$ cat config.mk
export PLATFORM = sky130hd
export DESIGN_NAME = rx_tag_fifo
export DESIGN_NICKNAME = d
export VERILOG_FILES = /design/src/rtl/rxf_pkg.sv /design/src/rtl/rxf_store.sv /design/src/rtl/rxf_level.sv /design/src/rtl/rxf_errtrack.sv /design/src/rtl/rx_tag_fifo.sv
export SDC_FILE = /design/constraint.sdc
export NUM_CORES = 1
export LEC_CHECK = 0
export BUFFER_PORTS_ARGS = -buffer_cell sky130_fd_sc_hd__buf_2
export CAP_MARGIN = 20
export CELL_PAD_IN_SITES_DETAIL_PLACEMENT = 2
export CELL_PAD_IN_SITES_GLOBAL_PLACEMENT = 2
export CORE_UTILIZATION = 45
export CTS_BUF_LIST = sky130_fd_sc_hd__clkbuf_16
export CTS_CLUSTER_SIZE = 12
export DETAILED_ROUTE_END_ITERATION = 10
export PLACE_DENSITY = 0.71
export SLEW_MARGIN = 20
export SYNTH_ARGS = -nofsm -noshare
export SYNTH_HDL_FRONTEND = slang
export SYNTH_SLANG_ARGS = --single-unit
$ cat constraint.sdc
create_clock -name clk -period 3.8 [get_ports clk]
set_input_delay 0.38 -clock clk [delete_from_list [all_inputs] [get_ports clk]]
set_output_delay 0.38 -clock clk [all_outputs]
set_load 0.02 [all_outputs]
$ cat src/rtl/rxf_pkg.sv
package rxf_pkg;

  localparam int DATA_W = 8;

  // One buffered character with its receive-error tags.
  typedef struct packed {
    logic              brk;
    logic              frm;
    logic              par;
    logic [DATA_W-1:0] data;
  } rx_ent_t;

  // Trigger level for a 2-bit select code, scaled by the buffer depth.
  function automatic int unsigned trig_level(input logic [1:0] code,
                                             input int unsigned depth);
    case (code)
      2'd0:    return 1;
      2'd1:    return depth / 4;
      2'd2:    return depth / 2;
      default: return depth - 2;
    endcase
  endfunction

endpackage

$ cat src/rtl/rxf_store.sv
module rxf_store
  import rxf_pkg::*;
#(
  parameter int DEPTH = 64
) (
  input  logic    clk,
  input  logic    rst,
  input  logic    flush,
  input  logic    push,
  input  logic    pop,
  input  rx_ent_t push_ent,
  output rx_ent_t head_ent
);

  localparam int AW = (DEPTH > 1) ? $clog2(DEPTH) : 1;
  localparam logic [AW-1:0] LAST = AW'(DEPTH - 1);

  rx_ent_t       mem [DEPTH];
  logic [AW-1:0] wp;
  logic [AW-1:0] rp;

  function automatic logic [AW-1:0] step(input logic [AW-1:0] p);
    return (p == LAST) ? '0 : p + 1'b1;
  endfunction

  always_ff @(posedge clk) begin
    if (push) mem[wp] <= push_ent;
  end

  always_ff @(posedge clk) begin
    if (rst || flush) begin
      wp <= '0;
      rp <= '0;
    end else begin
      if (push) wp <= step(wp);
      if (pop)  rp <= step(rp);
    end
  end

  assign head_ent = mem[rp];

endmodule

$ cat src/rtl/rxf_level.sv
module rxf_level
  import rxf_pkg::*;
#(
  parameter int DEPTH = 64,
  parameter int CW    = $clog2(DEPTH + 1)
) (
  input  logic          clk,
  input  logic          rst,
  input  logic          flush,
  input  logic          push,
  input  logic          pop,
  input  logic [1:0]    trig_sel,
  input  logic          int_en,
  output logic [CW-1:0] count,
  output logic          full,
  output logic          empty,
  output logic          req
);

  localparam logic [CW-1:0] FULL_CNT = CW'(DEPTH);

  logic [CW-1:0] lvl_tab [4];

  genvar g;
  generate
    for (g = 0; g < 4; g++) begin : g_lvl
      assign lvl_tab[g] = CW'(trig_level(2'(g), DEPTH));
    end
  endgenerate

  always_ff @(posedge clk) begin
    if (rst || flush) begin
      count <= '0;
    end else begin
      case ({push, pop})
        2'b10:   count <= count + 1'b1;
        2'b01:   count <= count - 1'b1;
        default: count <= count;
      endcase
    end
  end

  assign full  = (count == FULL_CNT);
  assign empty = (count == '0);
  assign req   = int_en && (count >= lvl_tab[trig_sel]);

endmodule

$ cat src/rtl/rxf_errtrack.sv
module rxf_errtrack
  import rxf_pkg::*;
#(
  parameter int DEPTH = 64,
  parameter int CW    = $clog2(DEPTH + 1)
) (
  input  logic clk,
  input  logic rst,
  input  logic flush,
  input  logic push,
  input  logic pop,
  input  logic push_tagged,
  input  logic head_tagged,
  output logic any_tagged
);

  logic [CW-1:0] tagged_cnt;
  logic          inc;
  logic          dec;

  assign inc = push && push_tagged;
  assign dec = pop && head_tagged;

  always_ff @(posedge clk) begin
    if (rst || flush) begin
      tagged_cnt <= '0;
    end else begin
      case ({inc, dec})
        2'b10:   tagged_cnt <= tagged_cnt + 1'b1;
        2'b01:   tagged_cnt <= tagged_cnt - 1'b1;
        default: tagged_cnt <= tagged_cnt;
      endcase
    end
  end

  assign any_tagged = (tagged_cnt != '0);

endmodule

$ cat src/rtl/rx_tag_fifo.sv
module rx_tag_fifo
  import rxf_pkg::*;
#(
  parameter int DEPTH = 64,
  parameter int DW    = DATA_W,
  parameter int CW    = $clog2(DEPTH + 1)
) (
  input  logic          clk,
  input  logic          rst,
  input  logic          wr_valid,
  output logic          wr_ready,
  input  logic [DW-1:0] wr_data,
  input  logic          wr_perr,
  input  logic          wr_ferr,
  input  logic          wr_brk,
  output logic          rd_valid,
  input  logic          rd_ready,
  output logic [DW-1:0] rd_data,
  output logic          rd_perr,
  output logic          rd_ferr,
  output logic          rd_brk,
  input  logic [1:0]    trig_sel,
  input  logic          rx_int_en,
  input  logic          flush,
  input  logic          ovr_clr,
  output logic [CW-1:0] fill,
  output logic          rx_req,
  output logic          err_any,
  output logic          overrun
);

  logic    full;
  logic    empty;
  logic    rd_fire;
  logic    push;
  logic    pop;
  logic    drop;
  rx_ent_t in_ent;
  rx_ent_t head;

  assign in_ent.data = wr_data;
  assign in_ent.par  = wr_perr;
  assign in_ent.frm  = wr_ferr;
  assign in_ent.brk  = wr_brk;

  assign rd_fire  = rd_ready && !empty;
  assign wr_ready = !full || rd_fire;
  assign push     = wr_valid && wr_ready && !flush;
  assign pop      = rd_fire && !flush;
  assign drop     = wr_valid && !wr_ready && !flush;

  rxf_store #(.DEPTH(DEPTH)) u_store (
    .clk      (clk),
    .rst      (rst),
    .flush    (flush),
    .push     (push),
    .pop      (pop),
    .push_ent (in_ent),
    .head_ent (head)
  );

  rxf_level #(.DEPTH(DEPTH), .CW(CW)) u_level (
    .clk      (clk),
    .rst      (rst),
    .flush    (flush),
    .push     (push),
    .pop      (pop),
    .trig_sel (trig_sel),
    .int_en   (rx_int_en),
    .count    (fill),
    .full     (full),
    .empty    (empty),
    .req      (rx_req)
  );

  rxf_errtrack #(.DEPTH(DEPTH), .CW(CW)) u_err (
    .clk         (clk),
    .rst         (rst),
    .flush       (flush),
    .push        (push),
    .pop         (pop),
    .push_tagged (wr_perr || wr_ferr || wr_brk),
    .head_tagged (head.par || head.frm || head.brk),
    .any_tagged  (err_any)
  );

  // Sticky overrun: a dropped character wins over a clear in the same cycle.
  always_ff @(posedge clk) begin
    if (rst)          overrun <= 1'b0;
    else if (drop)    overrun <= 1'b1;
    else if (ovr_clr) overrun <= 1'b0;
  end

  assign rd_valid = !empty;
  assign rd_data  = head.data;
  assign rd_perr  = head.par;
  assign rd_ferr  = head.frm;
  assign rd_brk   = head.brk;

endmodule

==> results of run 1 <==
where the power goes:
group / total (mW) / internal [mW] / leakage (nW) / switching, mW
sequential: 8.90 / 8.89 / 6.60 / 0.00541
clock: 7.51 / 4.20 / 1.28 / 3.31
combinational: 0.347 / 0.0955 / 2.99 / 0.252
worst max-delay path: stages (launching register included):
cell and delay [ns]:
dfxtp_4 0.42, buf_4 0.15, buf_4 0.16, mux4_2 0.53, a22oi_2 0.22, nand3_1 0.16
nor2_1 0.19, nand2_1 0.09, o311a_1 0.14, o31a_1 0.33, ha_4 0.22, ha_4 0.27
nor2b_4 0.15, o21ai_2 0.08, a21oi_2 0.16, o21ai_2 0.10, and3_4 0.19, or4_4 0.41
a21oi_2 0.12
routing by layer:
metal	GRT usage	routed length (um)
met5	0	41
met1	0.3776	36440
met3	0.04911	5351
met4	0.1133	3992
met2	0.4942	47670
cell families after synthesis:
logic type	synth area share
AO/OA/AOI/OAI	0.01183
XOR/XNOR	0.004548
adder cells (fa/ha/maj)	0.01005
buffers and inverters	0.01425
flip-flops	0.7547
multiplexers	0.1747
AND/OR/NAND/NOR	0.02989
flip-flops by register name, summed over array words and instances (netlist names), named ones only:
register and cells:
u_level.count 7, u_store.rp 6, u_err.tagged_cnt 7, u_store.wp 6, overrun 1, u_store.mem 704
through the flow:
stage                     instance area, um2  power, mW
after floorplan                        28970      9.174
after global placement                 31120      9.360
after detailed placement               31120      9.395
after CTS                              33920      16.77
after global routing                   34110      17.12
final                                  34110      16.75
cell type report:
cell class,instances,area (um2)
antenna,2,5.005
clock buffer,83,2077
clock inverter,55,337.8
fill,5342,29080
inverter,20,75.07
multi-input combinational,516,6830
sequential,737,21810
tap,846,1059
timing repair buffer,227,1914
path summary, 6_finish.rpt:
path / start / to / slack, ns / cells past startpoint
worst max-delay path: flop / u_err.tagged_cnt[6] / -0.36 / 18
worst min-delay path: wr_perr / u_store.mem[38][8] / 0.07 / 1
worst max register to register: flop / u_err.tagged_cnt[6] / -0.36 / 18
worst min register to register: overrun / overrun / 0.51 / 2
timing repair:
action	4_1_cts	5_1_grt
hold buffers	1	0
setup buffers	10	8
pin swaps	11	6
resized for setup	46	15
cloned	3	0
endpoints found under the hold margin	1	0
setup endpoints to repair	12	13
cells in the final DEF (no fill, tap or decap), types with 7 or more instances in the layout:
cell type | Yosys | routed
edfxtp_1 | 704 | 704
mux4_2 | 218 | 218
nor2b_1 | 9 | 7
o21ai_0 | 13 | 7
nand2_1 | 29 | 28
dfxtp_1 | 33 | 29
buf_12 | 0 | 11
a21oi_1 | 21 | 16
nor2_1 | 102 | 102
mux2i_1 | 8 | 7
buf_2 | 11 | 39
buf_4 | 12 | 162
clkinv_2 | 0 | 9
clkbuf_16 | 0 | 83
clkinv_1 | 0 | 16
nand3_1 | 17 | 17
ha_1 | 20 | 17
inv_1 | 20 | 41
xor2_1 | 8 | 8
==> impl_metrics.ini, run 1 <==
[outcome]
status = finished, violations left
violations = negative setup slack

[sta]
worst_slack_ns = -0.3564
relSlewSlack = 0.3961
rsz0062_at_grt = yes
period_needed_ns = 4.156
final_hold_viol_count = 0
tightestPinTransition_ns = 0.9047
setup_viol = 12
fmax_mhz = 240.6
setup_tns_ns = -1.435
fin_skew_ns = 0.02959
slew_violations = 0
holdWs_ns = 0.06812
min_period_over_period = 1.094

[detailed_routing]
dr.first_iter.drc_count = 1628
first_pass_iters = 7
drc = 0
routedWlPerCell_um = 37.61
viasPerCell = 6.247
ant_nets = 0
wirelength_um = 93500
dr_total_vias = 15530

[layout]
layout.nets = 1623
drive_above_1_share = 0.3571
final_util = 0.5398
area_growth_pct = 18.09
stdcell_count = 2486

[setup_path]
startpoint_type = flop
worstSetupEndpointType = flop
path_class = flop to flop
required_ns = 4.35
critical_path_arrival_ns = 4.71
critPathMaxFanout = 6

[floorplan]
fp.dieW_um = 255.4
core_um2 = 63200
die_y_um = 255.4
rows = 92
start_util = 0.4571
io_pins = 43
die_area_um2 = 65210

[synth]
netlist.area_leader.share = 0.7319
synth_area_leader_cell = edfxtp_1
ys_ff_latch = 737
syn_area_per_cell_um2 = 21.54
syn-num-nets = 1383
synth.distinct_cells = 45
synth_common_cells = edfxtp_1, mux4_2, nor2_1
syn_inst = 1341
netlist_area_um2 = 28890
ys_seq_area_frac = 0.7547
synth-async-reset-ratio = 0
yosysMostFrequentCell = edfxtp_1
synth_flop_cell = edfxtp_1
yosys_warnings = 0
synth_area_leaders = edfxtp_1, mux4_2, dfxtp_1
synth_edf_count = 704

[placed_design]
io_buffers = 42
dp_cells = 2322
dpl.hpwl_um = 55960
place_ws_ns = -0.5432
routabilityCongestion = 0.8127

[min_path]
hold_class = input pin to flop

[power_and_ir_drop]
leakagePower_nw = 10.86
power.density_nw_per_um2 = 491.1
ir_drop_mv = 0.4186

[global_routing]
grt_pass1_wl_um = 132500
grt_overflow = 0
grt_max_degree = 65
grt_pass1_vias = 16970
antenna_found_initial = 5
grt_usage = 0.2917

[clock_tree]
clk_pin_slew_ns = 0.07
htreeDepth = 3
cts.sinks = 737
cts_buffers = 79
clk_latency_ns = 0.64
cts_tree = yes
cts_buffer_depth = 3
cts_root_buffer = clkbuf_16

[job]
cap_violations = 0
Power figures use the tool's default switching activity.
==> run 2: changes to the inputs <==
BUFFER_PORTS_ARGS = unset   (was -buffer_cell sky130_fd_sc_hd__buf_2)
CORE_UTILIZATION = 46   (was 45)
DONT_BUFFER_PORTS = 1   (was unset)
==> impl_metrics.ini, run 2 (synthesized netlist as in run 1, its figures left out) <==
[detailed_routing]
dr_total_vias = 14900
wirelength_um = 87350
ant_nets = 0
dr.first_iter.drc_count = 1473
drc = 0
viasPerCell = 6.157
first_pass_iters = 5
routedWlPerCell_um = 36.10

[global_routing]
grt_max_degree = 65
grt_overflow = 0
antenna_found_initial = 0
grt_pass1_vias = 16130
grt_pass1_wl_um = 124000
grt_usage = 0.2820

[setup_path]
rrSetupSlack_ns = -0.37
worstSetupEndpointType = flop
r2r_cells = 18
required_ns = 4.35
r2r_end = u_err.tagged_cnt[6]
path_class = flop to flop
critPathMaxFanout = 6
critical_path_arrival_ns = 4.72
startpoint_type = flop

[sta]
min_period_over_period = 1.097
fmax_mhz = 239.8
fin_skew_ns = 0.03234
setup_viol = 12
slew_violations = 0
relSlewSlack = 0.3975
setup_tns_ns = -1.960
final_hold_viol_count = 0
tightestPinTransition_ns = 0.9005
worst_slack_ns = -0.3704
holdWs_ns = 0.09392
rsz0062_at_grt = yes
period_needed_ns = 4.170

[clock_tree]
cts.sinks = 737
clk_latency_ns = 0.65
clk_pin_slew_ns = 0.06
cts_buffer_depth = 3
htreeDepth = 3
cts_buffers = 78
cts_tree = yes
cts_root_buffer = clkbuf_16

[placed_design]
dpl_cell_area_um2 = 30840
dpl.hpwl_um = 53210
routabilityCongestion = 0.7912
dp_cells = 2251
io_buffers = 0

[outcome]
violations = negative setup slack
status = finished, violations left

[power_and_ir_drop]
power.density_nw_per_um2 = 485.0
power_mw = 16.48
ir_drop_mv = 0.3770
leakagePower_nw = 10.67

[floorplan]
fp.dieW_um = 252.6
rows = 91
core_um2 = 61830
die_y_um = 252.6
io_pins = 43
die_area_um2 = 63800
start_util = 0.4672

[layout]
largest_register_ffs = 704
final_area_um2 = 33980
area_growth_pct = 17.64
top_register = u_store.mem
stdcell_count = 2420
top_regs = u_store.mem (704), u_err.tagged_cnt (7), u_level.count (7)
layout_common_cells = edfxtp_1, mux4_2, buf_4
drive_above_1_share = 0.3445
final_common_cell = edfxtp_1
layout.nets = 1567

[job]
cap_violations = 0

[min_path]
hold_class = input pin to flop
min-delay-start = rst
whs_path_depth = 3
==> run 2: changes by cell type in the layout (fill, tap and decap cells not counted), sizes merged <==
cell | previous run | this run
buf | 224 | 170
bufbuf | 2 | 0
bufinv | 4 | 2
inv | 46 | 48
clkbuf | 83 | 82
diode | 2 | 1
dlygate4sd3 | 1 | 2
==> run 2: critical path: stages (launching register included) <==
cell and delay [ns]:
dfxtp_4 0.40, buf_4 0.14, buf_12 0.13, mux4_2 0.53, a22oi_1 0.28, nand3_1 0.16, nor2_1 0.15, nand2_1 0.08
o311a_1 0.15, o31a_1 0.33, ha_4 0.22, ha_4 0.24, nor2b_4 0.13, o21ai_2 0.13, a21oi_2 0.09, o21ai_2 0.17
a21oi_2 0.09, or4_4 0.48, a21oi_2 0.14
==> run 2: cell type report <==
type                       instances  area (um2)
fill                            5113       27840
sequential                       737       21810
multi-input combinational        516        6875
clock buffer                      82        2052
timing repair buffer             172        1818
tap                              837        1047
clock inverter                    55       297.8
inverter                          20       75.07
antenna                            1       2.502
==> run 2: per-layer routing <==
layer  part of all wire  up-vias  global-route usage
met2               0.50      643              0.4711
met1               0.41     8178              0.3802
met5                  0        -                   0
met3              0.061      144             0.04871
met4              0.031        0             0.08641
li1                   -     5935                   -
==> run 2: power by group <==
group | switching (mW) | total, mW | internal, mW
logic | 0.238 | 0.345 | 0.107
registers | 0.00555 | 8.90 | 8.89
clock network | 3.22 | 7.24 | 4.01
total | 3.47 | 16.5 | 13.0
==> run 2: worst max path at each step <==
| stage | end |
|---|---|
| 2_1_floorplan | u_err.tagged_cnt[6] |
| 5_1_grt | u_err.tagged_cnt[6] |
| 6_report | u_err.tagged_cnt[6] |
| 3_3_place_gp | u_err.tagged_cnt[6] |
| 3_5_place_dp | u_err.tagged_cnt[6] |
| 4_1_cts | u_err.tagged_cnt[6] |
==> run 2: stage by stage <==
| step | setup slack (ns) | util |
|---|---|---|
| floorplan | 0.01232 | - |
| global placement | -0.3800 | 0.4979 |
| detailed placement | -0.5854 | 0.4988 |
| CTS | -0.3216 | 0.5480 |
| global route | -0.4551 | 0.5496 |
| finish | -0.3704 | 0.5496 |
==> run 2: timing repair <==
action,in CTS,in global routing
cloned,2,0
setup endpoints to repair,13,13
resized for setup,49,13
setup buffers,11,5
hold buffers,13,0
pin swaps,13,19
endpoints found under the hold margin,705,0
